### src/rtl/fc_pkg.sv
package fc_pkg;

    typedef enum logic [1:0] {
        ST_ACTIVE  = 2'd0,
        ST_PASSIVE = 2'd1,
        ST_BUSOFF  = 2'd2
    } fc_state_e;

    typedef struct packed {
        logic tx_err;
        logic rx_err;
        logic tx_ok;
        logic rx_ok;
        logic reinit;
    } fc_events_t;

    function automatic logic flag_uses_recessive(input fc_state_e s);
        return s == ST_PASSIVE;
    endfunction

    function automatic logic flag_allowed(input fc_state_e s);
        return s != ST_BUSOFF;
    endfunction

endpackage

### src/rtl/fc_err_counter.sv
module fc_err_counter #(
    parameter int W        = 9,
    parameter int STEP     = 8,
    parameter bit SATURATE = 1'b0
) (
    input  logic         clk,
    input  logic         rst,
    input  logic         hold,
    input  logic         clear,
    input  logic         err,
    input  logic         ok,
    output logic [W-1:0] cnt_q,
    output logic [W-1:0] cnt_d
);
    localparam logic [W-1:0] STEP_V = W'(STEP);
    localparam logic [W-1:0] MAX_V  = {W{1'b1}};

    logic [W:0]   wide_sum;
    logic [W-1:0] inc_val;

    assign wide_sum = {1'b0, cnt_q} + {1'b0, STEP_V};

    generate
        if (SATURATE) begin : g_sat
            assign inc_val = wide_sum[W] ? MAX_V : wide_sum[W-1:0];
        end else begin : g_wrap
            assign inc_val = wide_sum[W-1:0];
        end
    endgenerate

    always_comb begin
        cnt_d = cnt_q;
        if (clear) begin
            cnt_d = '0;
        end else if (!hold) begin
            if (err) begin
                cnt_d = inc_val;
            end else if (ok && cnt_q != '0) begin
                cnt_d = cnt_q - 1'b1;
            end
        end
    end

    always_ff @(posedge clk) begin
        if (rst) cnt_q <= '0;
        else     cnt_q <= cnt_d;
    end

    generate
        if (SATURATE) begin : g_sat_chk
            AST_NO_OVERFLOW: assert property (@(posedge clk) disable iff (rst)
                (!hold && !clear && err && cnt_q == MAX_V) |=> cnt_q == MAX_V);
        end else begin : g_step_chk
            AST_ERR_STEP: assert property (@(posedge clk) disable iff (rst)
                (!hold && !clear && err) |=> cnt_q == $past(cnt_q) + STEP_V);
        end
    endgenerate

    AST_DEC_FLOOR: assert property (@(posedge clk) disable iff (rst)
        (!hold && !clear && !err && ok && cnt_q == '0) |=> cnt_q == '0);

endmodule

### src/rtl/fc_state_ctl.sv
module fc_state_ctl
    import fc_pkg::*;
#(
    parameter int TEC_W        = 9,
    parameter int REC_W        = 8,
    parameter int PASSIVE_AT   = 128,
    parameter int BUSOFF_ABOVE = 255
) (
    input  logic             clk,
    input  logic             rst,
    input  logic             reinit,
    input  logic [TEC_W-1:0] tec_d,
    input  logic [REC_W-1:0] rec_d,
    output fc_state_e        state_q
);
    localparam logic [TEC_W-1:0] TEC_PASS = TEC_W'(PASSIVE_AT);
    localparam logic [REC_W-1:0] REC_PASS = REC_W'(PASSIVE_AT);
    localparam logic [TEC_W-1:0] TEC_OFF  = TEC_W'(BUSOFF_ABOVE);

    fc_state_e state_d;

    always_comb begin
        state_d = state_q;
        if (state_q == ST_BUSOFF) begin
            if (reinit) state_d = ST_ACTIVE;
        end else if (tec_d > TEC_OFF) begin
            state_d = ST_BUSOFF;
        end else if (tec_d >= TEC_PASS || rec_d >= REC_PASS) begin
            state_d = ST_PASSIVE;
        end else begin
            state_d = ST_ACTIVE;
        end
    end

    always_ff @(posedge clk) begin
        if (rst) state_q <= ST_ACTIVE;
        else     state_q <= state_d;
    end

    AST_BUSOFF_STICKY: assert property (@(posedge clk) disable iff (rst)
        (state_q == ST_BUSOFF && !reinit) |=> state_q == ST_BUSOFF);

    AST_REINIT_EXIT: assert property (@(posedge clk) disable iff (rst)
        (state_q == ST_BUSOFF && reinit) |=> state_q == ST_ACTIVE);

endmodule

### src/rtl/fc_suspend_timer.sv
module fc_suspend_timer #(
    parameter int SUSPEND_BITS = 8
) (
    input  logic clk,
    input  logic rst,
    input  logic abort,
    input  logic start,
    input  logic is_passive,
    input  logic bit_tick,
    output logic busy
);
    localparam int SW = $clog2(SUSPEND_BITS + 1);
    localparam logic [SW-1:0] LOAD = SW'(SUSPEND_BITS);

    logic [SW-1:0] remain;

    always_ff @(posedge clk) begin
        if (rst || abort) begin
            remain <= '0;
        end else if (start && is_passive) begin
            remain <= LOAD;
        end else if (remain != '0 && bit_tick) begin
            remain <= remain - 1'b1;
        end
    end

    assign busy = remain != '0;

    AST_SUSPEND_FROM_PASSIVE: assert property (@(posedge clk) disable iff (rst)
        $rose(busy) |-> $past(is_passive));

    AST_SUSPEND_HOLDS: assert property (@(posedge clk) disable iff (rst)
        (busy && !bit_tick && !abort) |=> busy);

endmodule

### src/rtl/can_fault_confine.sv
module can_fault_confine
    import fc_pkg::*;
#(
    parameter int TEC_W        = 9,
    parameter int REC_W        = 8,
    parameter int TEC_STEP     = 8,
    parameter int REC_STEP     = 1,
    parameter int PASSIVE_AT   = 128,
    parameter int BUSOFF_ABOVE = 255,
    parameter int SUSPEND_BITS = 8
) (
    input  logic             clk,
    input  logic             rst,
    input  logic             tx_err,
    input  logic             rx_err,
    input  logic             tx_ok,
    input  logic             rx_ok,
    input  logic             reinit,
    input  logic             tx_frame_end,
    input  logic             bit_tick,
    output logic [TEC_W-1:0] tec,
    output logic [REC_W-1:0] rec,
    output logic [1:0]       node_state,
    output logic             flag_enable,
    output logic             flag_recessive,
    output logic             tx_inhibit
);
    localparam logic [TEC_W-1:0] TEC_PASS = TEC_W'(PASSIVE_AT);
    localparam logic [REC_W-1:0] REC_PASS = REC_W'(PASSIVE_AT);

    fc_events_t       ev;
    fc_state_e        st;
    logic             frozen;
    logic             wipe;
    logic             susp_busy;
    logic [TEC_W-1:0] tec_q, tec_d;
    logic [REC_W-1:0] rec_q, rec_d;

    assign ev     = '{tx_err: tx_err, rx_err: rx_err, tx_ok: tx_ok,
                      rx_ok: rx_ok, reinit: reinit};
    assign frozen = (st == ST_BUSOFF);
    assign wipe   = frozen && ev.reinit;

    fc_err_counter #(.W(TEC_W), .STEP(TEC_STEP), .SATURATE(1'b0)) u_tec (
        .clk(clk), .rst(rst), .hold(frozen), .clear(wipe),
        .err(ev.tx_err), .ok(ev.tx_ok), .cnt_q(tec_q), .cnt_d(tec_d)
    );

    fc_err_counter #(.W(REC_W), .STEP(REC_STEP), .SATURATE(1'b1)) u_rec (
        .clk(clk), .rst(rst), .hold(frozen), .clear(wipe),
        .err(ev.rx_err), .ok(ev.rx_ok), .cnt_q(rec_q), .cnt_d(rec_d)
    );

    fc_state_ctl #(
        .TEC_W(TEC_W), .REC_W(REC_W),
        .PASSIVE_AT(PASSIVE_AT), .BUSOFF_ABOVE(BUSOFF_ABOVE)
    ) u_state (
        .clk(clk), .rst(rst), .reinit(ev.reinit),
        .tec_d(tec_d), .rec_d(rec_d), .state_q(st)
    );

    fc_suspend_timer #(.SUSPEND_BITS(SUSPEND_BITS)) u_susp (
        .clk(clk), .rst(rst), .abort(frozen), .start(tx_frame_end),
        .is_passive(st == ST_PASSIVE), .bit_tick(bit_tick), .busy(susp_busy)
    );

    assign tec            = tec_q;
    assign rec            = rec_q;
    assign node_state     = st;
    assign flag_enable    = flag_allowed(st);
    assign flag_recessive = flag_uses_recessive(st);
    assign tx_inhibit     = frozen || susp_busy;

    AST_PASSIVE_THRESHOLD: assert property (@(posedge clk) disable iff (rst)
        (st != ST_BUSOFF) |-> ((st == ST_PASSIVE) == (tec_q >= TEC_PASS || rec_q >= REC_PASS)));

    AST_BUSOFF_SILENT: assert property (@(posedge clk) disable iff (rst)
        (st == ST_BUSOFF) |-> (tx_inhibit && !flag_enable));

endmodule

### config.mk
export PLATFORM = sky130hd
export DESIGN_NAME = can_fault_confine
export DESIGN_NICKNAME = d
export VERILOG_FILES = /design/src/rtl/fc_pkg.sv /design/src/rtl/fc_err_counter.sv /design/src/rtl/fc_state_ctl.sv /design/src/rtl/fc_suspend_timer.sv /design/src/rtl/can_fault_confine.sv
export SDC_FILE = /design/constraint.sdc
export NUM_CORES = 1
export LEC_CHECK = 0
export BUFFER_PORTS_ARGS = -buffer_cell sky130_fd_sc_hd__buf_4
export CORE_MARGIN = 3
export CORE_UTILIZATION = 46
export CTS_BUF_LIST = sky130_fd_sc_hd__clkbuf_8
export CTS_CLUSTER_SIZE = 20
export DETAILED_ROUTE_END_ITERATION = 7
export PLACE_DENSITY = 0.68
export SETUP_SLACK_MARGIN = 0.15
export SYNTH_ARGS = -nofsm -noshare
export SYNTH_HDL_FRONTEND = slang
export SYNTH_SLANG_ARGS = --single-unit
### constraint.sdc
create_clock -name clk -period 5.3 [get_ports clk]
set_input_delay 0 -clock clk [delete_from_list [all_inputs] [get_ports clk]]
set_output_delay 0 -clock clk [all_outputs]
set_load 0.02 [all_outputs]
==> results of run 1 <==
## cell usage after synthesis (all sizes together) (2+ instances only)
| master | n |
|---|---|
| and3 | 6 |
| buf | 4 |
| nand4 | 3 |
| a311oi | 4 |
| nand4b | 3 |
| clkbuf | 3 |
| ha | 9 |
| o22ai | 2 |
| a211oi | 5 |
| nor3b | 4 |
| a31oi | 5 |
| xor2 | 5 |
| o21ai | 15 |
| a21oi | 9 |
| inv | 13 |
| nor3 | 7 |
| nor4 | 2 |
| nor2 | 23 |
| xnor2 | 2 |
| nand2b | 3 |
| o21a | 2 |
| dfxtp | 23 |
| nor2b | 8 |
| o31ai | 2 |
| a311o | 2 |
| or3 | 3 |
| a21o | 3 |
| nand3 | 8 |
| nand2 | 14 |
## placed cells by master, fill, tap and decap left out, types with 4 or more instances in the layout
cell type                  netlist  routed
sky130_fd_sc_hd__buf_4           0      30
sky130_fd_sc_hd__nor2_1         23      23
sky130_fd_sc_hd__dfxtp_1        23      23
sky130_fd_sc_hd__nand2_1        14      14
sky130_fd_sc_hd__inv_1          12      13
sky130_fd_sc_hd__o21ai_0        11      11
sky130_fd_sc_hd__a21oi_1         9       9
sky130_fd_sc_hd__ha_1            9       9
sky130_fd_sc_hd__nor2b_1         8       8
sky130_fd_sc_hd__nand3_1         8       8
sky130_fd_sc_hd__and3_1          6       6
sky130_fd_sc_hd__nor3_1          6       6
sky130_fd_sc_hd__a31oi_1         5       5
sky130_fd_sc_hd__xor2_1          5       5
sky130_fd_sc_hd__a211oi_1        5       5
sky130_fd_sc_hd__nor3b_1         4       4
## area by class of cell
type | instances | area (µm²) | area share [%]
multi-input combinational | 165 | 1090 | 56.4
sequential | 23 | 460 | 23.7
timing repair buffer | 31 | 235 | 12.1
tap | 46 | 57.6 | 2.96
inverter | 13 | 48.8 | 2.51
clock buffer | 3 | 41.3 | 2.13
clock inverter | 1 | 3.75 | 0.193
## stage by stage
stage / hold WS [ps] / setup WS, ps / total power [W] / cell area, µm²
global route: 6.86 / 2560 / 0.00101 / 1940
finish: 8.15 / 2860 / 0.000930 / 1940
detailed placement: 235 / 2910 / 0.000822 / 1890
floorplan: 72.8 / 3460 / 0.000665 / 1640
CTS: 3.76 / 2880 / 0.000932 / 1940
global placement: 239 / 2940 / 0.000824 / 1890
## worst reg2reg max path: stages, from the launching register on
cell and delay, ps:
sky130_fd_sc_hd__dfxtp_1 350, sky130_fd_sc_hd__nor2b_1 950, sky130_fd_sc_hd__inv_2 220, sky130_fd_sc_hd__nor3_1 480
sky130_fd_sc_hd__inv_1 190, sky130_fd_sc_hd__a31oi_1 190
## path summary, 6_finish.rpt
path | from | endpoint | slack (ps) | depth (start not counted)
hold reg to reg | u_susp.remain[1]$_SDFFE_PP0P_ | u_susp.remain[1]$_SDFFE_PP0P_ | 520 | 2
setup / recovery | u_state.state_q[1]$_SDFFE_PP0P_ | u_rec.cnt_q[5]$_SDFF_PP0_ | 2860 | 5
hold / removal | tx_frame_end | u_susp.remain[3]$_SDFFE_PP0P_ | 8 | 3
setup reg to reg | u_state.state_q[1]$_SDFFE_PP0P_ | u_rec.cnt_q[5]$_SDFF_PP0_ | 2860 | 5
## metal layers
metal	vias up	GRT usage, %
met5	-	0
met3	2	2.91
met4	0	4.66
li1	820	-
met1	760	27.5
met2	46	28.3
## power groups by stage
stage,sequential (W),clock [W],combinational [W]
after global routing,0.000321,0.000118,0.000568
final,0.000309,0.000106,0.000515
after floorplan,0.000334,0,0.000331
after detailed placement,0.000311,0,0.000510
after global placement,0.000313,0,0.000512
after CTS,0.000308,0.000110,0.000514
## flip-flops by register name (all words and copies together), names as in the netlist
signal,flops
u_tec.cnt_q,9
u_rec.cnt_q,8
u_susp.remain,4
u_state.state_q,2
## cells by family (layout without fill, tap and decap cells)
| family | after synthesis | after routing | synth area share (%) |
|---|---|---|---|
| xor+xnor | 7 | 7 | 3.75 |
| fa+ha+maj | 9 | 9 | 6.89 |
| flops | 23 | 23 | 28.2 |
| mux | 2 | 2 | 1.30 |
| simple gates | 89 | 89 | 30.0 |
| compound gates | 58 | 58 | 25.0 |
| buf+inv | 20 | 48 | 4.90 |
## what timing repair did
action | 4_1_cts | 5_1_grt
endpoints found under the hold margin | 1 | 0
buffers inserted | 0 | 0
hold buffers | 1 | 0
==> impl_metrics.xml, run 1 <==
<?xml version="1.0" encoding="UTF-8"?>
<metrics>
  <group name="synthesis">
    <metric name="ys_warn_count" unit="">0</metric>
    <metric name="cell_types_with_the_largest_area_share_after_synthesis" unit="">sky130_fd_sc_hd__dfxtp_1, sky130_fd_sc_hd__ha_1, sky130_fd_sc_hd__nor2_1</metric>
    <metric name="synth.lib_cells_used.distinct" unit="">51</metric>
    <metric name="syn_area_per_cell" unit="µm²">7.86</metric>
    <metric name="synth.top_cell.area_share" unit="%">28.2</metric>
    <metric name="synth-seq-area-share" unit="%">28.2</metric>
    <metric name="yosys_register_bits" unit="">23</metric>
    <metric name="synth_edf_count" unit="">0</metric>
    <metric name="synthFlopType" unit="">sky130_fd_sc_hd__dfxtp_1</metric>
    <metric name="synth_nets" unit="">226</metric>
    <metric name="syn_area" unit="µm²">1640</metric>
    <metric name="synth-async-reset-ratio" unit="%">0</metric>
    <metric name="post_synth_inst_count" unit="">208</metric>
    <metric name="cell_type_with_the_highest_aggregate_area_in_the_netlist" unit="">sky130_fd_sc_hd__dfxtp_1</metric>
  </group>
  <group name="routing">
    <metric name="via_per_inst" unit="">5.77</metric>
    <metric name="drt_iter0_markers" unit="">123</metric>
    <metric name="drt.antenna.violating_nets" unit="">0</metric>
    <metric name="wl_met1" unit="mm">1.96</metric>
    <metric name="highest_layer" unit="">met4</metric>
    <metric name="route.detailed.wl_per_inst" unit="µm">13.9</metric>
    <metric name="detailedRoute.firstPassIterationCount" unit="">4</metric>
    <metric name="postRouteWirelength" unit="mm">3.93</metric>
    <metric name="dr_wl_met2" unit="mm">1.70</metric>
    <metric name="route.met3.wl" unit="µm">254</metric>
    <metric name="vias" unit="">1628</metric>
    <metric name="drc" unit="">0</metric>
  </group>
  <group name="floorplan">
    <metric name="std_cell_rows" unit="">21</metric>
    <metric name="start_util" unit="%">48.2</metric>
    <metric name="core" unit="µm²">3390</metric>
    <metric name="chipHeight" unit="µm">65.6</metric>
    <metric name="floorplan.die_area" unit="µm²">4310</metric>
    <metric name="floorplan.io_pins" unit="">31</metric>
    <metric name="chipWidth" unit="µm">65.6</metric>
  </group>
  <group name="sta">
    <metric name="skew" unit="ps">2.80</metric>
    <metric name="final.min_clock_period" unit="ps">2440</metric>
    <metric name="finalSetupViolations" unit="">0</metric>
    <metric name="final-max-slew-violation-count" unit="">0</metric>
    <metric name="timing.slew.headroom" unit="%">19.4</metric>
    <metric name="grt_setup_unrepaired" unit="">no</metric>
    <metric name="totalNegativeSetupSlack" unit="ps">0</metric>
    <metric name="fmax" unit="MHz">410</metric>
    <metric name="max_slew.worst_pin.slew" unit="ps">1210</metric>
    <metric name="final_worst_path_cycle_share" unit="%">46.0</metric>
    <metric name="final_hold_vio_count" unit="">0</metric>
  </group>
  <group name="pwr">
    <metric name="power_report.internal_total" unit="W">0.000502</metric>
    <metric name="leakagePower" unit="nW">0.803</metric>
    <metric name="clock_power_share" unit="%">11.4</metric>
    <metric name="power_density" unit="nW/µm²">479</metric>
    <metric name="p_sw_share" unit="%">46.0</metric>
    <metric name="net-switching-power" unit="W">0.000427</metric>
    <metric name="power.ir.vdd_worst" unit="µV">209</metric>
    <metric name="pwr-share-comb" unit="%">55.4</metric>
    <metric name="share_seq_of_total_power" unit="%">33.2</metric>
  </group>
  <group name="finish">
    <metric name="nFillCells" unit="">310</metric>
    <metric name="instances_no_fill" unit="">282</metric>
    <metric name="fin_nets" unit="">255</metric>
    <metric name="drive_above_1_share" unit="%">16.9</metric>
    <metric name="n_antenna_cell" unit="">0</metric>
    <metric name="area_delta_synth_final" unit="%">18.7</metric>
    <metric name="finalCoreUtilization" unit="%">57.3</metric>
  </group>
  <group name="grt">
    <metric name="track_usage" unit="%">18.7</metric>
    <metric name="antenna_found_initial" unit="">0</metric>
    <metric name="grt_pass1_vias" unit="">1383</metric>
    <metric name="grt_start_max_net_pins" unit="">18</metric>
    <metric name="grt_remaining_overflow" unit="">0</metric>
    <metric name="wire_length_of_the_first_global_routing_pass" unit="mm">6.49</metric>
  </group>
  <group name="critical_path">
    <metric name="worst_path_largest_cell_delay" unit="ps">950</metric>
    <metric name="cp.required" unit="ps">5490</metric>
    <metric name="crit_buf_inv" unit="">2</metric>
    <metric name="crit_chain" unit="">nor2b_1 &gt; inv_2 &gt; nor3_1 &gt; inv_1 &gt; a31oi_1</metric>
    <metric name="path_class" unit="">flip-flop to flip-flop</metric>
    <metric name="library_cell_contributing_the_largest_single_delay_on_the_critical_path" unit="">sky130_fd_sc_hd__nor2b_1</metric>
    <metric name="worst_path_max_fanout" unit="">17</metric>
    <metric name="cp_top_family" unit="">simple AND/OR/NAND/NOR gates</metric>
    <metric name="timing.critical_path.to_type" unit="">flip-flop</metric>
    <metric name="start_kind" unit="">flip-flop</metric>
    <metric name="arrival" unit="ps">2630</metric>
  </group>
  <group name="worst_hold_path">
    <metric name="path_type_of_the_worst_min_delay_path" unit="">primary input to flip-flop</metric>
  </group>
  <group name="place">
    <metric name="place_hpwl" unit="mm">2.97</metric>
    <metric name="place.port_buffers" unit="">30</metric>
    <metric name="gpl.final_weighted_congestion" unit="">0.909</metric>
    <metric name="placed_cells" unit="">277</metric>
  </group>
  <group name="cts">
    <metric name="cts.reportedPaths.clkPinSlew" unit="ps">80</metric>
    <metric name="cts.sinks" unit="">23</metric>
    <metric name="htree_levels" unit="">1</metric>
    <metric name="ctsLongestPathBuffers" unit="">2</metric>
    <metric name="post_cts_resize_count" unit="">0</metric>
    <metric name="tritoncts_buffers" unit="">3</metric>
    <metric name="clock_insertion_delay_worst_skew" unit="ps">260</metric>
    <metric name="tritoncts" unit="">done</metric>
    <metric name="cts_root_buffer" unit="">sky130_fd_sc_hd__clkbuf_8</metric>
  </group>
  <group name="run">
    <metric name="maxCapViolations" unit="">0</metric>
  </group>
  <group name="run_status">
    <metric name="outcome" unit="">complete, no violations</metric>
  </group>
</metrics>
Power figures use the tool's default switching activity.
==> run 2: changes to the inputs <==
--- a/config.mk
+++ b/config.mk
@@ -11,7 +11,7 @@
 export CTS_BUF_LIST = sky130_fd_sc_hd__clkbuf_8
 export CTS_CLUSTER_SIZE = 20
 export DETAILED_ROUTE_END_ITERATION = 7
-export PLACE_DENSITY = 0.68
+export PLACE_DENSITY = 0.71
 export SETUP_SLACK_MARGIN = 0.15
 export SYNTH_ARGS = -nofsm -noshare
 export SYNTH_HDL_FRONTEND = slang
==> constraint.sdc (replaced) <==
create_clock -name clk -period 2.1 [get_ports clk]
set_input_delay 0 -clock clk [delete_from_list [all_inputs] [get_ports clk]]
set_output_delay 0 -clock clk [all_outputs]
set_load 0.02 [all_outputs]
==> impl_metrics.xml, run 2 (synthesized netlist as in run 1, its figures left out) <==
<?xml version="1.0" encoding="UTF-8"?>
<metrics>
  <group name="routing">
    <metric name="via_per_inst" unit="">5.56</metric>
    <metric name="drc" unit="">0</metric>
    <metric name="vias" unit="">1608</metric>
    <metric name="route.detailed.wl_per_inst" unit="µm">13.8</metric>
    <metric name="drt.antenna.violating_nets" unit="">0</metric>
    <metric name="drt_iter0_markers" unit="">93</metric>
    <metric name="detailedRoute.firstPassIterationCount" unit="">4</metric>
    <metric name="postRouteWirelength" unit="mm">3.99</metric>
  </group>
  <group name="finish">
    <metric name="drive_above_1_share" unit="%">20.6</metric>
    <metric name="largest_reg_flops" unit="">9</metric>
    <metric name="area_delta_synth_final" unit="%">22.1</metric>
    <metric name="most_frequent_standard_cell_in_the_layout_excluding_fill_and_tap_cells" unit="">sky130_fd_sc_hd__buf_4</metric>
    <metric name="top_register" unit="">u_tec.cnt_q</metric>
    <metric name="n_antenna_cell" unit="">0</metric>
    <metric name="finalCoreUtilization" unit="%">58.9</metric>
    <metric name="fin_nets" unit="">262</metric>
    <metric name="nFillCells" unit="">330</metric>
    <metric name="layout_common_cells" unit="">sky130_fd_sc_hd__buf_4, sky130_fd_sc_hd__nor2_1, sky130_fd_sc_hd__dfxtp_1</metric>
    <metric name="reg_top3" unit="">u_tec.cnt_q (9), u_rec.cnt_q (8), u_susp.remain (4)</metric>
  </group>
  <group name="place">
    <metric name="preCtsSetupSlack" unit="ps">205</metric>
    <metric name="gpl.final_weighted_congestion" unit="">0.902</metric>
    <metric name="place.port_buffers" unit="">30</metric>
    <metric name="place_hpwl" unit="mm">3.05</metric>
  </group>
  <group name="floorplan">
    <metric name="chipWidth" unit="µm">65.6</metric>
    <metric name="floorplan.io_pins" unit="">31</metric>
    <metric name="chipHeight" unit="µm">65.6</metric>
    <metric name="start_util" unit="%">48.2</metric>
    <metric name="core" unit="µm²">3390</metric>
    <metric name="std_cell_rows" unit="">21</metric>
    <metric name="floorplan.die_area" unit="µm²">4310</metric>
  </group>
  <group name="sta">
    <metric name="skew" unit="ps">8.40</metric>
    <metric name="timing.slew.headroom" unit="%">67.9</metric>
    <metric name="final_worst_path_cycle_share" unit="%">86.2</metric>
    <metric name="finalHoldWorstSlack" unit="ps">0.602</metric>
    <metric name="finalSetupViolations" unit="">0</metric>
    <metric name="final_hold_vio_count" unit="">0</metric>
    <metric name="max_slew.worst_pin.slew" unit="ps">479</metric>
    <metric name="grt_setup_unrepaired" unit="">no</metric>
    <metric name="final_worst_slack" unit="ps">289</metric>
    <metric name="final-max-slew-violation-count" unit="">0</metric>
    <metric name="totalNegativeSetupSlack" unit="ps">0</metric>
    <metric name="fmax" unit="MHz">552</metric>
    <metric name="final.min_clock_period" unit="ps">1810</metric>
  </group>
  <group name="cts">
    <metric name="cts_post_setup_buffers_inserted" unit="">0</metric>
    <metric name="tritoncts_buffers" unit="">3</metric>
    <metric name="clock_insertion_delay_worst_skew" unit="ps">270</metric>
    <metric name="htree_levels" unit="">1</metric>
    <metric name="cts_root_buffer" unit="">sky130_fd_sc_hd__clkbuf_8</metric>
    <metric name="cts.sinks" unit="">23</metric>
    <metric name="cts.reportedPaths.clkPinSlew" unit="ps">90</metric>
    <metric name="ctsLongestPathBuffers" unit="">2</metric>
    <metric name="tritoncts" unit="">done</metric>
  </group>
  <group name="grt">
    <metric name="wire_length_of_the_first_global_routing_pass" unit="mm">6.80</metric>
    <metric name="grt_remaining_overflow" unit="">0</metric>
    <metric name="track_usage" unit="%">20.0</metric>
    <metric name="grt_pass1_vias" unit="">1466</metric>
    <metric name="grt_start_max_net_pins" unit="">18</metric>
    <metric name="antenna_found_initial" unit="">0</metric>
  </group>
  <group name="worst_hold_path">
    <metric name="path_type_of_the_worst_min_delay_path" unit="">primary input to flip-flop</metric>
  </group>
  <group name="critical_path">
    <metric name="cp.required" unit="ps">2250</metric>
    <metric name="worst_path_max_fanout" unit="">8</metric>
    <metric name="start_kind" unit="">flip-flop</metric>
    <metric name="cp_top_family" unit="">simple AND/OR/NAND/NOR gates</metric>
    <metric name="crit_chain" unit="">inv_2 &gt; ha_1 &gt; or4b_4 &gt; o21ai_4 &gt; nor2_1 &gt; a211oi_1 &gt; o22ai_1</metric>
    <metric name="timing.critical_path.to_type" unit="">flip-flop</metric>
    <metric name="path_class" unit="">flip-flop to flip-flop</metric>
    <metric name="library_cell_contributing_the_largest_single_delay_on_the_critical_path" unit="">sky130_fd_sc_hd__or4b_4</metric>
    <metric name="arrival" unit="ps">1960</metric>
    <metric name="crit_buf_inv" unit="">1</metric>
    <metric name="worst_path_largest_cell_delay" unit="ps">510</metric>
  </group>
  <group name="pwr">
    <metric name="pwr-share-comb" unit="%">57.0</metric>
    <metric name="leakagePower" unit="nW">0.839</metric>
    <metric name="p_sw_share" unit="%">45.4</metric>
    <metric name="net-switching-power" unit="W">0.00108</metric>
    <metric name="power_report.internal_total" unit="W">0.00130</metric>
    <metric name="total_power" unit="W">0.00238</metric>
    <metric name="power_density" unit="nW/µm²">1190</metric>
    <metric name="clock_power_share" unit="%">11.7</metric>
    <metric name="power.ir.vdd_worst" unit="µV">633</metric>
    <metric name="share_seq_of_total_power" unit="%">31.2</metric>
  </group>
  <group name="run">
    <metric name="maxCapViolations" unit="">0</metric>
  </group>
  <group name="run_status">
    <metric name="outcome" unit="">complete, no violations</metric>
  </group>
</metrics>
-- run 2: changes by cell type in the layout (fill, tap and decap cells not counted) --
cell / change
sky130_fd_sc_hd__dfxtp_1: -1
sky130_fd_sc_hd__inv_2: +1
sky130_fd_sc_hd__clkinv_2: +1
sky130_fd_sc_hd__inv_1: -2
sky130_fd_sc_hd__dfxtp_2: +1
sky130_fd_sc_hd__buf_4: +7
-- run 2: worst paths after layout --
check                           slack (ps)                            end                          start  depth (start not counted)
worst min-delay path                   0.6  u_susp.remain[3]$_SDFFE_PP0P_                   tx_frame_end                          3
worst max register to register         290      u_rec.cnt_q[1]$_SDFF_PP0_      u_rec.cnt_q[0]$_SDFF_PP0_                          7
worst min register to register         520  u_susp.remain[1]$_SDFFE_PP0P_  u_susp.remain[1]$_SDFFE_PP0P_                          2
worst max-delay path                   290      u_rec.cnt_q[1]$_SDFF_PP0_      u_rec.cnt_q[0]$_SDFF_PP0_                          7
-- run 2: worst reg2reg max path, stage by stage, from the launching register on --
cell	delay [ps]
sky130_fd_sc_hd__dfxtp_2	370
sky130_fd_sc_hd__inv_2	100
sky130_fd_sc_hd__ha_1	170
sky130_fd_sc_hd__or4b_4	510
sky130_fd_sc_hd__o21ai_4	200
sky130_fd_sc_hd__nor2_1	60
sky130_fd_sc_hd__a211oi_1	200
sky130_fd_sc_hd__o22ai_1	90
-- run 2: area by class of cell --
type / count / area [µm²] / share of cell area [%]
clock inverters: 1 / 5.00 / 0.251
repair buffers: 38 / 288 / 14.4
clock buffers: 3 / 41.3 / 2.07
inverters: 13 / 48.8 / 2.44
multi-input cells: 165 / 1090 / 54.8
well taps: 46 / 57.6 / 2.88
flip-flops and latches: 23 / 462 / 23.1
-- run 2: through the flow --
step,instances,instance area (µm²)
final,289,2000
after global routing,289,2000
after CTS,289,2000
after detailed placement,284,1940
after global placement,284,1940
after floorplan,208,1640
-- run 2: power by group through the flow --
stage	logic (W)	registers, W	clock network [W]
2_1_floorplan	0.000835	0.000844	0
3_3_place_gp	0.00134	0.000750	0
3_5_place_dp	0.00136	0.000752	0
4_1_cts	0.00136	0.000742	0.000294
5_1_grt	0.00151	0.000774	0.000313
6_report	0.00136	0.000744	0.000279
-- run 2: repair_timing --
item,in CTS,in global routing
hold buffers,1,0
gates resized for setup,0,2
hold endpoints to repair,1,0
endpoints found under the setup margin,0,4
-- run 2: layer usage --
metal	vias to the layer above	GRT usage [%]	wire length, µm
met3	2	3.59	175
met5	-	0	0
met1	730	28.2	2060
met4	0	4.66	24
li1	839	-	-
met2	37	31.0	1730
==> run 3: changes to the inputs <==
--- a/config.mk
+++ b/config.mk
@@ -5,13 +5,14 @@
 export SDC_FILE = /design/constraint.sdc
 export NUM_CORES = 1
 export LEC_CHECK = 0
-export BUFFER_PORTS_ARGS = -buffer_cell sky130_fd_sc_hd__buf_4
+export BUFFER_PORTS_ARGS = -buffer_cell sky130_fd_sc_hd__buf_2
 export CORE_MARGIN = 3
 export CORE_UTILIZATION = 46
 export CTS_BUF_LIST = sky130_fd_sc_hd__clkbuf_8
 export CTS_CLUSTER_SIZE = 20
 export DETAILED_ROUTE_END_ITERATION = 7
 export PLACE_DENSITY = 0.71
+export REMOVE_ABC_BUFFERS = 1
 export SETUP_SLACK_MARGIN = 0.15
 export SYNTH_ARGS = -nofsm -noshare
 export SYNTH_HDL_FRONTEND = slang
==> impl_metrics.xml, run 3 (synthesized netlist as in run 1, its figures left out) <==
<?xml version="1.0" encoding="UTF-8"?>
<metrics>
  <group name="run_status">
    <metric name="outcome" unit="">complete, no violations</metric>
  </group>
  <group name="sta">
    <metric name="final.min_clock_period" unit="ps">1850</metric>
    <metric name="max_slew.worst_pin.slew" unit="ps">486</metric>
    <metric name="finalHoldWorstSlack" unit="ps">118</metric>
    <metric name="grt_setup_unrepaired" unit="">no</metric>
    <metric name="final_hold_vio_count" unit="">0</metric>
    <metric name="fmax" unit="MHz">542</metric>
    <metric name="totalNegativeSetupSlack" unit="ps">0</metric>
    <metric name="finalSetupViolations" unit="">0</metric>
    <metric name="skew" unit="ps">1.10</metric>
    <metric name="timing.slew.headroom" unit="%">67.5</metric>
    <metric name="final-max-slew-violation-count" unit="">0</metric>
    <metric name="final_worst_path_cycle_share" unit="%">87.9</metric>
  </group>
  <group name="routing">
    <metric name="route.detailed.wl_per_inst" unit="µm">13.7</metric>
    <metric name="drt_iter0_markers" unit="">87</metric>
    <metric name="wl_met1" unit="mm">2.03</metric>
    <metric name="postRouteWirelength" unit="mm">3.98</metric>
    <metric name="drt.antenna.violating_nets" unit="">0</metric>
    <metric name="drc" unit="">0</metric>
    <metric name="detailedRoute.firstPassIterationCount" unit="">4</metric>
    <metric name="dr_wl_met2" unit="mm">1.70</metric>
    <metric name="via_per_inst" unit="">5.68</metric>
    <metric name="route.met3.wl" unit="µm">185</metric>
    <metric name="vias" unit="">1646</metric>
    <metric name="highest_layer" unit="">met4</metric>
  </group>
  <group name="grt">
    <metric name="wire_length_of_the_first_global_routing_pass" unit="mm">6.60</metric>
    <metric name="antenna_found_initial" unit="">0</metric>
    <metric name="grt_pass1_vias" unit="">1349</metric>
    <metric name="track_usage" unit="%">19.5</metric>
    <metric name="grt_start_max_net_pins" unit="">18</metric>
    <metric name="grt_remaining_overflow" unit="">0</metric>
  </group>
  <group name="worst_hold_path">
    <metric name="path_type_of_the_worst_min_delay_path" unit="">primary input to flip-flop</metric>
  </group>
  <group name="floorplan">
    <metric name="floorplan.io_pins" unit="">31</metric>
    <metric name="floorplan.die_area" unit="µm²">4310</metric>
    <metric name="chipHeight" unit="µm">65.6</metric>
    <metric name="start_util" unit="%">48.2</metric>
    <metric name="chipWidth" unit="µm">65.6</metric>
    <metric name="core" unit="µm²">3390</metric>
    <metric name="std_cell_rows" unit="">21</metric>
  </group>
  <group name="cts">
    <metric name="tritoncts_buffers" unit="">3</metric>
    <metric name="tritoncts" unit="">done</metric>
    <metric name="cts.reportedPaths.clkPinSlew" unit="ps">90</metric>
    <metric name="cts_root_buffer" unit="">sky130_fd_sc_hd__clkbuf_8</metric>
    <metric name="ctsLongestPathBuffers" unit="">2</metric>
    <metric name="clock_insertion_delay_worst_skew" unit="ps">270</metric>
    <metric name="htree_levels" unit="">1</metric>
    <metric name="cts.sinks" unit="">23</metric>
  </group>
  <group name="place">
    <metric name="gpl.final_weighted_congestion" unit="">0.859</metric>
    <metric name="place.port_buffers" unit="">30</metric>
    <metric name="place_hpwl" unit="mm">2.90</metric>
  </group>
  <group name="finish">
    <metric name="finalCoreUtilization" unit="%">57.0</metric>
    <metric name="n_antenna_cell" unit="">0</metric>
    <metric name="most_frequent_standard_cell_in_the_layout_excluding_fill_and_tap_cells" unit="">sky130_fd_sc_hd__buf_2</metric>
    <metric name="area_delta_synth_final" unit="%">18.2</metric>
    <metric name="largest_reg_flops" unit="">9</metric>
    <metric name="layout_common_cells" unit="">sky130_fd_sc_hd__buf_2, sky130_fd_sc_hd__nor2_1, sky130_fd_sc_hd__dfxtp_1</metric>
    <metric name="drive_above_1_share" unit="%">20.9</metric>
    <metric name="reg_top3" unit="">u_tec.cnt_q (9), u_rec.cnt_q (8), u_susp.remain (4)</metric>
    <metric name="fin_nets" unit="">263</metric>
    <metric name="top_register" unit="">u_tec.cnt_q</metric>
  </group>
  <group name="pwr">
    <metric name="total_power" unit="W">0.00233</metric>
    <metric name="power_density" unit="nW/µm²">1200</metric>
    <metric name="leakagePower" unit="nW">0.831</metric>
    <metric name="power.ir.vdd_worst" unit="µV">660</metric>
  </group>
  <group name="critical_path">
    <metric name="arrival" unit="ps">2010</metric>
    <metric name="critical_path.reg2reg.endpoint" unit="">u_rec.cnt_q[1]$_SDFF_PP0_</metric>
    <metric name="start_kind" unit="">flip-flop</metric>
    <metric name="cp.required" unit="ps">2260</metric>
    <metric name="timing.critical_path.to_type" unit="">flip-flop</metric>
    <metric name="regToRegStartpoint" unit="">u_rec.cnt_q[0]$_SDFF_PP0_</metric>
    <metric name="setup.reg_to_reg.worst_slack" unit="ps">250</metric>
    <metric name="path_class" unit="">flip-flop to flip-flop</metric>
    <metric name="critical_path.endpoint" unit="">u_rec.cnt_q[1]$_SDFF_PP0_</metric>
    <metric name="timing.reg2reg.worst_path_depth" unit="">7</metric>
    <metric name="worst_path_max_fanout" unit="">8</metric>
    <metric name="startpoint" unit="">u_rec.cnt_q[0]$_SDFF_PP0_</metric>
  </group>
  <group name="run">
    <metric name="maxCapViolations" unit="">0</metric>
  </group>
</metrics>
run 3: cell types whose count changed in the layout (fill, tap and decap cells not counted), sizes merged:
cell | previous run | this run
dlygate4sd3 | 1 | 2
run 3: what timing repair did:
action / in CTS / in global routing
buffers inserted: 0 / 3
resized for setup: 0 / 3
endpoints found under the hold margin: 2 / 0
endpoints found under the setup margin: 0 / 5
hold buffers: 2 / 0
run 3: layout make-up:
class,count,area [µm²]
clock buffer,3,41.3
tap,46,57.6
fill,344,1460
multi-input combinational,165,1090
clock inverter,1,5.00
sequential,23,463
inverter,13,48.8
timing repair buffer,39,223
run 3: power breakdown:
group	leakage [nW]	internal, W	switching, W
Sequential	0.190	0.000567	0.000183
Combinational	0.615	0.000540	0.000745
Clock	0.0255	0.000133	0.000158
Total	0.831	0.00124	0.00109
run 3: stage by stage:
step / cells / cell area [µm²] / setup slack [ps]
final: 290 / 1930 / 255
after global routing: 290 / 1930 / 148
after CTS: 287 / 1910 / 194
after detailed placement: 281 / 1840 / 213
after global placement: 281 / 1840 / 275
after floorplan: 201 / 1600 / 32.0
run 3: worst max-delay path: stages, from the launching register on:
cell and delay [ps]:
sky130_fd_sc_hd__dfxtp_2 370, sky130_fd_sc_hd__inv_2 100, sky130_fd_sc_hd__ha_1 160, sky130_fd_sc_hd__or4b_4 500, sky130_fd_sc_hd__o21ai_4 230, sky130_fd_sc_hd__nor2_1 60
sky130_fd_sc_hd__a211oi_1 210, sky130_fd_sc_hd__o22ai_1 90
run 3: worst min path at each step:
stage	to	slack, ps	depth (start not counted)	from
floorplan	u_rec.cnt_q[7]$_SDFF_PP0_	70	1	rst
finish	u_rec.cnt_q[7]$_SDFF_PP0_	120	4	reinit
global route	u_rec.cnt_q[7]$_SDFF_PP0_	140	4	reinit
CTS	u_rec.cnt_q[7]$_SDFF_PP0_	100	4	reinit
detailed placement	u_susp.remain[3]$_SDFFE_PP0P_	280	3	tx_frame_end
global placement	u_susp.remain[3]$_SDFFE_PP0P_	280	3	tx_frame_end
run 3: layer usage:
layer  GRT usage (%)  vias to the layer above
met5               0                        -
met4            6.99                        0
met3            2.22                        5
met2            28.4                       51
met1            29.1                      750
li1                -                      840
